## src/rtl/keyin_pkg.sv

```systemverilog
package keyin_pkg;
  typedef enum logic [1:0] {
    ACC_NONE  = 2'd0,
    ACC_READ  = 2'd1,
    ACC_WRITE = 2'd2
  } acc_kind_e;
endpackage

```

## src/rtl/keyin_decode.sv

```systemverilog
module keyin_decode
  import keyin_pkg::*;
#(
  parameter int                ADDR_W    = 24,
  parameter logic [ADDR_W-1:0] PORT_ADDR = 24'h800000
) (
  input  logic              cs,
  input  logic              we,
  input  logic [ADDR_W-1:0] addr,
  output acc_kind_e         kind
);
  logic hit;
  assign hit = cs && (addr == PORT_ADDR);

  always_comb begin
    kind = ACC_NONE;
    if (hit) kind = we ? ACC_WRITE : ACC_READ;
  end
endmodule

```

## src/rtl/keyin_rdpulse.sv

```systemverilog
module keyin_rdpulse (
  input  logic clk,
  input  logic rst,
  input  logic rd_req,
  output logic ack
);
  logic req_q;

  always_ff @(posedge clk) begin
    if (rst) req_q <= 1'b0;
    else     req_q <= rd_req;
  end

  assign ack = rd_req && !req_q;

  // an acknowledge never lasts two cycles
  p_single_ack_r7: assert property (@(posedge clk) disable iff (rst)
    ack |=> !ack);
endmodule

```

## src/rtl/keyin_hold.sv

```systemverilog
module keyin_hold #(
  parameter int CHAR_W = 8
) (
  input  logic              clk,
  input  logic              rst,
  input  logic              ld,
  input  logic [CHAR_W-1:0] ld_char,
  input  logic              ack,
  output logic [CHAR_W-1:0] held,
  output logic              pend
);
  always_ff @(posedge clk) begin
    if (rst) begin
      held <= '0;
      pend <= 1'b0;
    end else if (ld) begin
      held <= ld_char;
      pend <= 1'b1;
    end else if (ack) begin
      pend <= 1'b0;
    end
  end

  // arrival raises the request
  p_arrival_sets_r2: assert property (@(posedge clk) disable iff (rst)
    ld |=> pend);
  // request persists until acknowledged
  p_pend_holds_r5: assert property (@(posedge clk) disable iff (rst)
    (pend && !ack) |=> pend);
  // acknowledge without arrival clears
  p_ack_clears_r3: assert property (@(posedge clk) disable iff (rst)
    (ack && !ld) |=> !pend);
  // collision keeps the request high
  p_collide_keeps_r10: assert property (@(posedge clk) disable iff (rst)
    (ack && ld) |=> pend);
endmodule

```

## src/rtl/keyin_port.sv

```systemverilog
module keyin_port
  import keyin_pkg::*;
#(
  parameter int                ADDR_W    = 24,
  parameter int                DATA_W    = 16,
  parameter int                CHAR_W    = 8,
  parameter logic [ADDR_W-1:0] PORT_ADDR = 24'h800000
) (
  input  logic              clk,
  input  logic              rst,
  input  logic              src_valid,
  input  logic [CHAR_W-1:0] src_char,
  input  logic              bus_cs,
  input  logic              bus_we,
  input  logic [ADDR_W-1:0] bus_addr,
  output logic [DATA_W-1:0] rd_data,
  output logic              irq
);
  localparam int PAD_W = DATA_W - CHAR_W;

  acc_kind_e         kind;
  logic              ack;
  logic [CHAR_W-1:0] held;

  keyin_decode #(.ADDR_W(ADDR_W), .PORT_ADDR(PORT_ADDR)) u_dec (
    .cs   (bus_cs),
    .we   (bus_we),
    .addr (bus_addr),
    .kind (kind)
  );

  keyin_rdpulse u_pulse (
    .clk    (clk),
    .rst    (rst),
    .rd_req (kind == ACC_READ),
    .ack    (ack)
  );

  keyin_hold #(.CHAR_W(CHAR_W)) u_hold (
    .clk     (clk),
    .rst     (rst),
    .ld      (src_valid),
    .ld_char (src_char),
    .ack     (ack),
    .held    (held),
    .pend    (irq)
  );

  always_ff @(posedge clk) begin
    if (rst)      rd_data <= '0;
    else if (ack) rd_data <= {{PAD_W{1'b0}}, held};
  end

  // upper data bits stay zero
  p_upper_zero_r4: assert property (@(posedge clk) disable iff (rst)
    rd_data[DATA_W-1:CHAR_W] == '0);
  // a write cycle never acknowledges
  p_write_no_ack_r8: assert property (@(posedge clk) disable iff (rst)
    (bus_cs && bus_we) |-> !ack);
  // read data changes only on an acknowledge
  p_data_stable_r9: assert property (@(posedge clk) disable iff (rst)
    !ack |=> $stable(rd_data));
endmodule

```

## config.mk

```make
export PLATFORM = sky130hd
export DESIGN_NAME = keyin_port
export DESIGN_NICKNAME = d
export VERILOG_FILES = /design/src/rtl/keyin_pkg.sv /design/src/rtl/keyin_decode.sv /design/src/rtl/keyin_rdpulse.sv /design/src/rtl/keyin_hold.sv /design/src/rtl/keyin_port.sv
export SDC_FILE = /design/constraint.sdc
export NUM_CORES = 1
export LEC_CHECK = 0
export ABC_AREA = 1
export BUFFER_PORTS_ARGS = -buffer_cell sky130_fd_sc_hd__buf_2
export CORE_MARGIN = 5
export CORE_UTILIZATION = 28
export CTS_BUF_LIST = sky130_fd_sc_hd__clkbuf_4 sky130_fd_sc_hd__clkbuf_8
export DETAILED_ROUTE_END_ITERATION = 7
export SYNTH_ARGS = -nofsm -noshare
export SYNTH_HDL_FRONTEND = slang
export SYNTH_HIERARCHICAL = 1
export SYNTH_SLANG_ARGS = --single-unit
```

## constraint.sdc

```tcl
create_clock -name clk -period 1.66 [get_ports clk]
set_clock_uncertainty 0.15 [all_clocks]
set_input_delay 0.332 -clock clk [delete_from_list [all_inputs] [get_ports clk]]
set_output_delay 0.332 -clock clk [all_outputs]
set_load 0.02 [all_outputs]
```

==> Word level (Yosys, flattened, before mapping) <==
Cells that the tools add are included.
{ "word_totals": {"regBits": 18, "inputBits": 37, "output_inout_bits": 17, "elab_cells": 14} }
{ "classes": {"eq_ne": 2, "mux": 4, "n_reduce_logical": 4} }
{ "ops": {"columns": ["cell", "n"], "rows": [
  ["24-bit equality test (second input constant)", 1],
  ["2-bit two-way mux", 2],
  ["2-bit by 1-bit equality test with 1-bit output (second input constant)", 1],
  ["1-bit logical AND", 2],
  ["1-bit two-way mux", 2],
  ["2-bit nonzero test", 1],
  ["1-bit zero test", 1]
]} }

==> Depth between registers and ports, before layout <==
{ "depth": {"depth_word": 7, "depth_mapped": 16, "mapped_depth_nobuf": 14} }

==> Modules after synthesis <==
The synthesis kept the hierarchy.
{ "modules_own_cells": {"columns": ["mod", "instances", "cells_per_inst", "area_per_inst_um2", "seq_area_each_um2"], "rows": [
  ["keyin_port", 1, 62, 412.9, 160.2],
  ["keyin_hold", 1, 38, 304.0, 180.2],
  ["keyin_decode", 1, 41, 163.9, 0.0],
  ["keyin_rdpulse", 1, 4, 31.3, 20.0]
]} }

==> Worst setup path before layout <==
Ideal clock, no wire load.
{ "synth_path": {"kind": "input -> register", "start": "in bus_addr[8]", "end": "reg rd_data[4]", "setup_time_ps": 114, "arrival_time_ps": 1429, "t_required_ps": 1396, "slack_ps": -34, "cell_stages": 16, "n_path_buf": 2, "cell_sequence": "inv_1 -> nand2_1 -> nor2_1 -> nand2_1 -> nor2_1 -> nand2_1 -> nor2_1 -> inv_1 -> nor2_1 -> inv_1 -> nor2_1 -> buf_6 -> buf_6 -> nand2_1 -> nand2_1 -> nor2_2"} }
{ "synth_via": {"elab_chain_len": 5} }
{ "synth_lines": {"columns": ["item", "line", "source"], "rows": [
  ["start, declared", "keyin_port.sv:15", "input logic [ADDR_W-1:0] bus_addr,"],
  ["24-bit equality test", "keyin_decode.sv:13", "assign hit = cs && (addr == PORT_ADDR);"],
  ["1-bit logical AND", "keyin_decode.sv:13", null],
  ["2-bit two-way mux", "keyin_decode.sv:17", "if (hit) kind = we ? ACC_WRITE : ACC_READ;"],
  ["net kind[0]", "keyin_port.sv:21", "acc_kind_e kind;"],
  ["2-bit by 1-bit equality test with 1-bit output", "keyin_port.sv:35", ".rd_req (kind == ACC_READ),"],
  ["1-bit logical AND", "keyin_rdpulse.sv:14", "assign ack = rd_req && !req_q;"],
  ["net ack", "keyin_port.sv:22", "logic ack;"],
  ["end signal, assigned", "keyin_port.sv:51", "else if (ack) rd_data <= {{PAD_W{1'b0}}, held};"],
  ["end, declared", "keyin_port.sv:16", "output logic [DATA_W-1:0] rd_data,"]
]} }
The timed path passes the listed nets, and every way through them passes these cells.
A chain may end at the register's enable or synchronous reset.

==> Worst setup path after layout <==
{ "layout_path": {"start": "in bus_addr[16]", "end": "reg rd_data[6]"} }
Same word-level chain as after synthesis.

==> impl_results.md <==
* Switching pwr at around 0.20 mW
* PD cells at 688 nW/um2
* Placed cells at between 200 and 250
* Longest Clk Path Bufs at 2
* Via count at roughly 850
* Avg Cell Area, Syn at around 6.3 um2
* Seq/Total Area, Yosys at 0.395
* Top cell type by total area after synthesis: dfxtp_1
* Largest net degree at the start of global routing at 18
* Min setup slack post-route at approximately 0.17 ns
* DR WL met3 at between 100 and 150 um
* Crit-path max FO at 17
* H-Tree Depth at 1
* Leakage at approximately 0.67 nW
* Reg-to-reg critical path endpoint: rd_data[6]
* Status: completed
* IO Count at 54
* Top layer in use: met3
* Sequential share of power at 0.547
* Vias in the first global route at about 730
* Non-filler cells, final at 237
* Synthesized cell area at roughly 910 um2
* Routed WL at roughly 1.9 mm
* # fillers at about 340
* Max cap viols at 0
* Hpwl dp at between 1.5 and 2 mm
* Gr usage total at 0.0825
* Part of the power in combinational logic at 0.141
* Post-route design area at between 1000 and 1500 um2
* R2R depth at 5
* Drt first pass iters at 4
* Final Cycle Share at 0.895
* Worst R2R Start: u_pulse/req_q
* Port bufs at 45
* Die Footprint at about 4500 um2
* HP Class: in2reg
* Final Max Tran Viols at 0
* Final GP Congestion at 0.683
* Die Y at between 60 and 70 um
* Root Buffer: clkbuf_4
* Clock latency at the later pin of the worst-skew pair at 0.29 ns
* Via density at about 3.6
* Data required time at the worst endpoint at between 1.5 and 2 ns
* Worst Setup SP: bus_addr[16]
* Largest cells by area after synthesis: dfxtp_1 40%, nor2_1 19%, inv_1 12%, nand2_1 11%, buf_4 6.6%
* WP data arrival at approximately 1.5 ns
* Share of layout cells above drive strength 1 at 0.301
* Antenna violations before repair at 0
* Core area at 3080 um2
* Die width at around 67 um
* Netlist cell types at 14
* Clock power frac at 0.312
* Placed cell areas at 1170 um2
* Dpl ws at -0.150 ns
* Most frequent cells in the layout: 45 x buf_2, 44 x nor2_1, 30 x inv_1, 26 x nand2_1, 18 x dfxtp_1
* Design Power at approximately 0.83 mW
* GRT overflow at 0
* Final hold vios at 0
* Yosys reg bits at 18
* Final worst path period need at between 1 and 1.5 ns
* Met2 wire length at 916 um
* Nets at 231
* Net Sw Frac at 0.238
* Startpoint Class: primary input
* Wirelength per Cell at slightly below 8 um
* M1 WL at around 830 um
* Initial Util at 0.296
* First-pass GRT wire length at roughly 2.9 mm
* Clock-pin slew on the worst setup and hold paths at ~0.1 ns
* CTS resizes at 0
* Total CTS buffers at 3
* Flop2flop setup slack at 0.65 ns
* Synthesis-to-layout area growth at 32.1%
* Number of cell rows at 20
* Worst setup EP type: flop
* Yosys warnings at 6
* Sink Count at 18
* Post-CTS Setup Repair Bufs at 0
* Internal power at 0.631 mW
* DR iter-0 viols at 14
* Synth Instances at between 100 and 150
* Routed Antenna Nets at 0
* Share of the synthesized area in the top cell type at 0.395
* Post-CTS Hold Buffers at 0
* Setup Viol. Count Final at 0
* Crit path capture: rd_data[6]
* Fmax at 0.673 GHz
* Util after Layout at 0.391
* CTS tree: done
* Unrepaired setup endpoints after global routing: no
* Most common cell after layout, fill and taps aside: buf_2
* Drt drc at 0
* Antenna cell count at 0
* VDD IR max at 0.000442 V
* Crit Path Class: in2reg
## cells in the mapped netlist
cell	number
o21ai_0	8
nand2_2	1
nor2_1	45
dfxtp_1	18
nand3b_1	1
nand2_1	27
buf_4	8
nand3_2	1
nor2_2	1
inv_2	1
a21oi_2	1
inv_1	30
conb_1	1
buf_6	2
## cell families after synthesis
kind of cell | count (synthesis) | synth area share
flip-flops | 18 | 0.395
AO/OA/AOI/OAI | 9 | 0.0535
other | 1 | 0.00411
buffers and inverters | 41 | 0.218
AND/OR/NAND/NOR | 76 | 0.329
## how the worst min path moves through the flow
| stage | slack, ns | from | depth (start not counted) | end |
|---|---|---|---|---|
| 2_1_floorplan | 0.24 | rst | 1 | u_hold/pend |
| 3_5_place_dp | 0.31 | u_hold/pend | 2 | u_hold/pend |
| 3_3_place_gp | 0.32 | rd_data[6] | 2 | rd_data[6] |
| 4_1_cts | 0.07 | rst | 2 | u_hold/pend |
| 5_1_grt | 0.06 | rst | 2 | u_hold/pend |
| 6_report | 0.09 | rst | 2 | u_hold/pend |
## per-layer routing
metal  track usage  up-vias
met3        0.0304        0
met4        0.0228        0
met5             0        -
met1        0.0963      336
li1              -      497
met2         0.140       18
## worst max-delay path: stages
cell and delay, ns:
buf_2 0.09, inv_1 0.04, nand2_1 0.05, nor2_1 0.09
nand2_1 0.06, nor2_1 0.10, nand2_1 0.08, nor2_1 0.08
inv_1 0.04, nor2_1 0.07, inv_1 0.06, nor2_2 0.12
buf_12 0.15, nand2_1 0.06, nand2_1 0.05, nor2_1 0.04
## sequential cells by signal, indices dropped and copies added, names as in the netlist
name / flops
rd_data: 8
u_hold/held: 8
u_hold/pend: 1
u_pulse/req_q: 1
## per-stage QoR
| step | TNS, ns | hold slack (ns) |
|---|---|---|
| 2_1_floorplan | 0 | 0.244 |
| 3_3_place_gp | -1.30 | 0.317 |
| 3_5_place_dp | -1.29 | 0.309 |
| 4_1_cts | 0 | 0.0733 |
| 5_1_grt | 0 | 0.0602 |
| 6_report | 0 | 0.0879 |
## power by group through the flow
stage	clock (mW)	sequential (mW)	combinational, mW
2_1_floorplan	0	0.464	0.0774
3_3_place_gp	0	0.463	0.116
3_5_place_dp	0	0.464	0.117
4_1_cts	0.272	0.454	0.118
5_1_grt	0.292	0.456	0.133
6_report	0.259	0.453	0.117
## layout make-up
cell class / count / area [um2] / area share
clock buffer: 4 / 36.3 / 0.0301
inverter: 31 / 116 / 0.0966
multi-input combinational: 93 / 384 / 0.319
sequential: 18 / 360 / 0.299
tap: 44 / 55.1 / 0.0457
timing repair buffer: 47 / 253 / 0.210
Note: power is estimated with default switching activity, not from simulation.
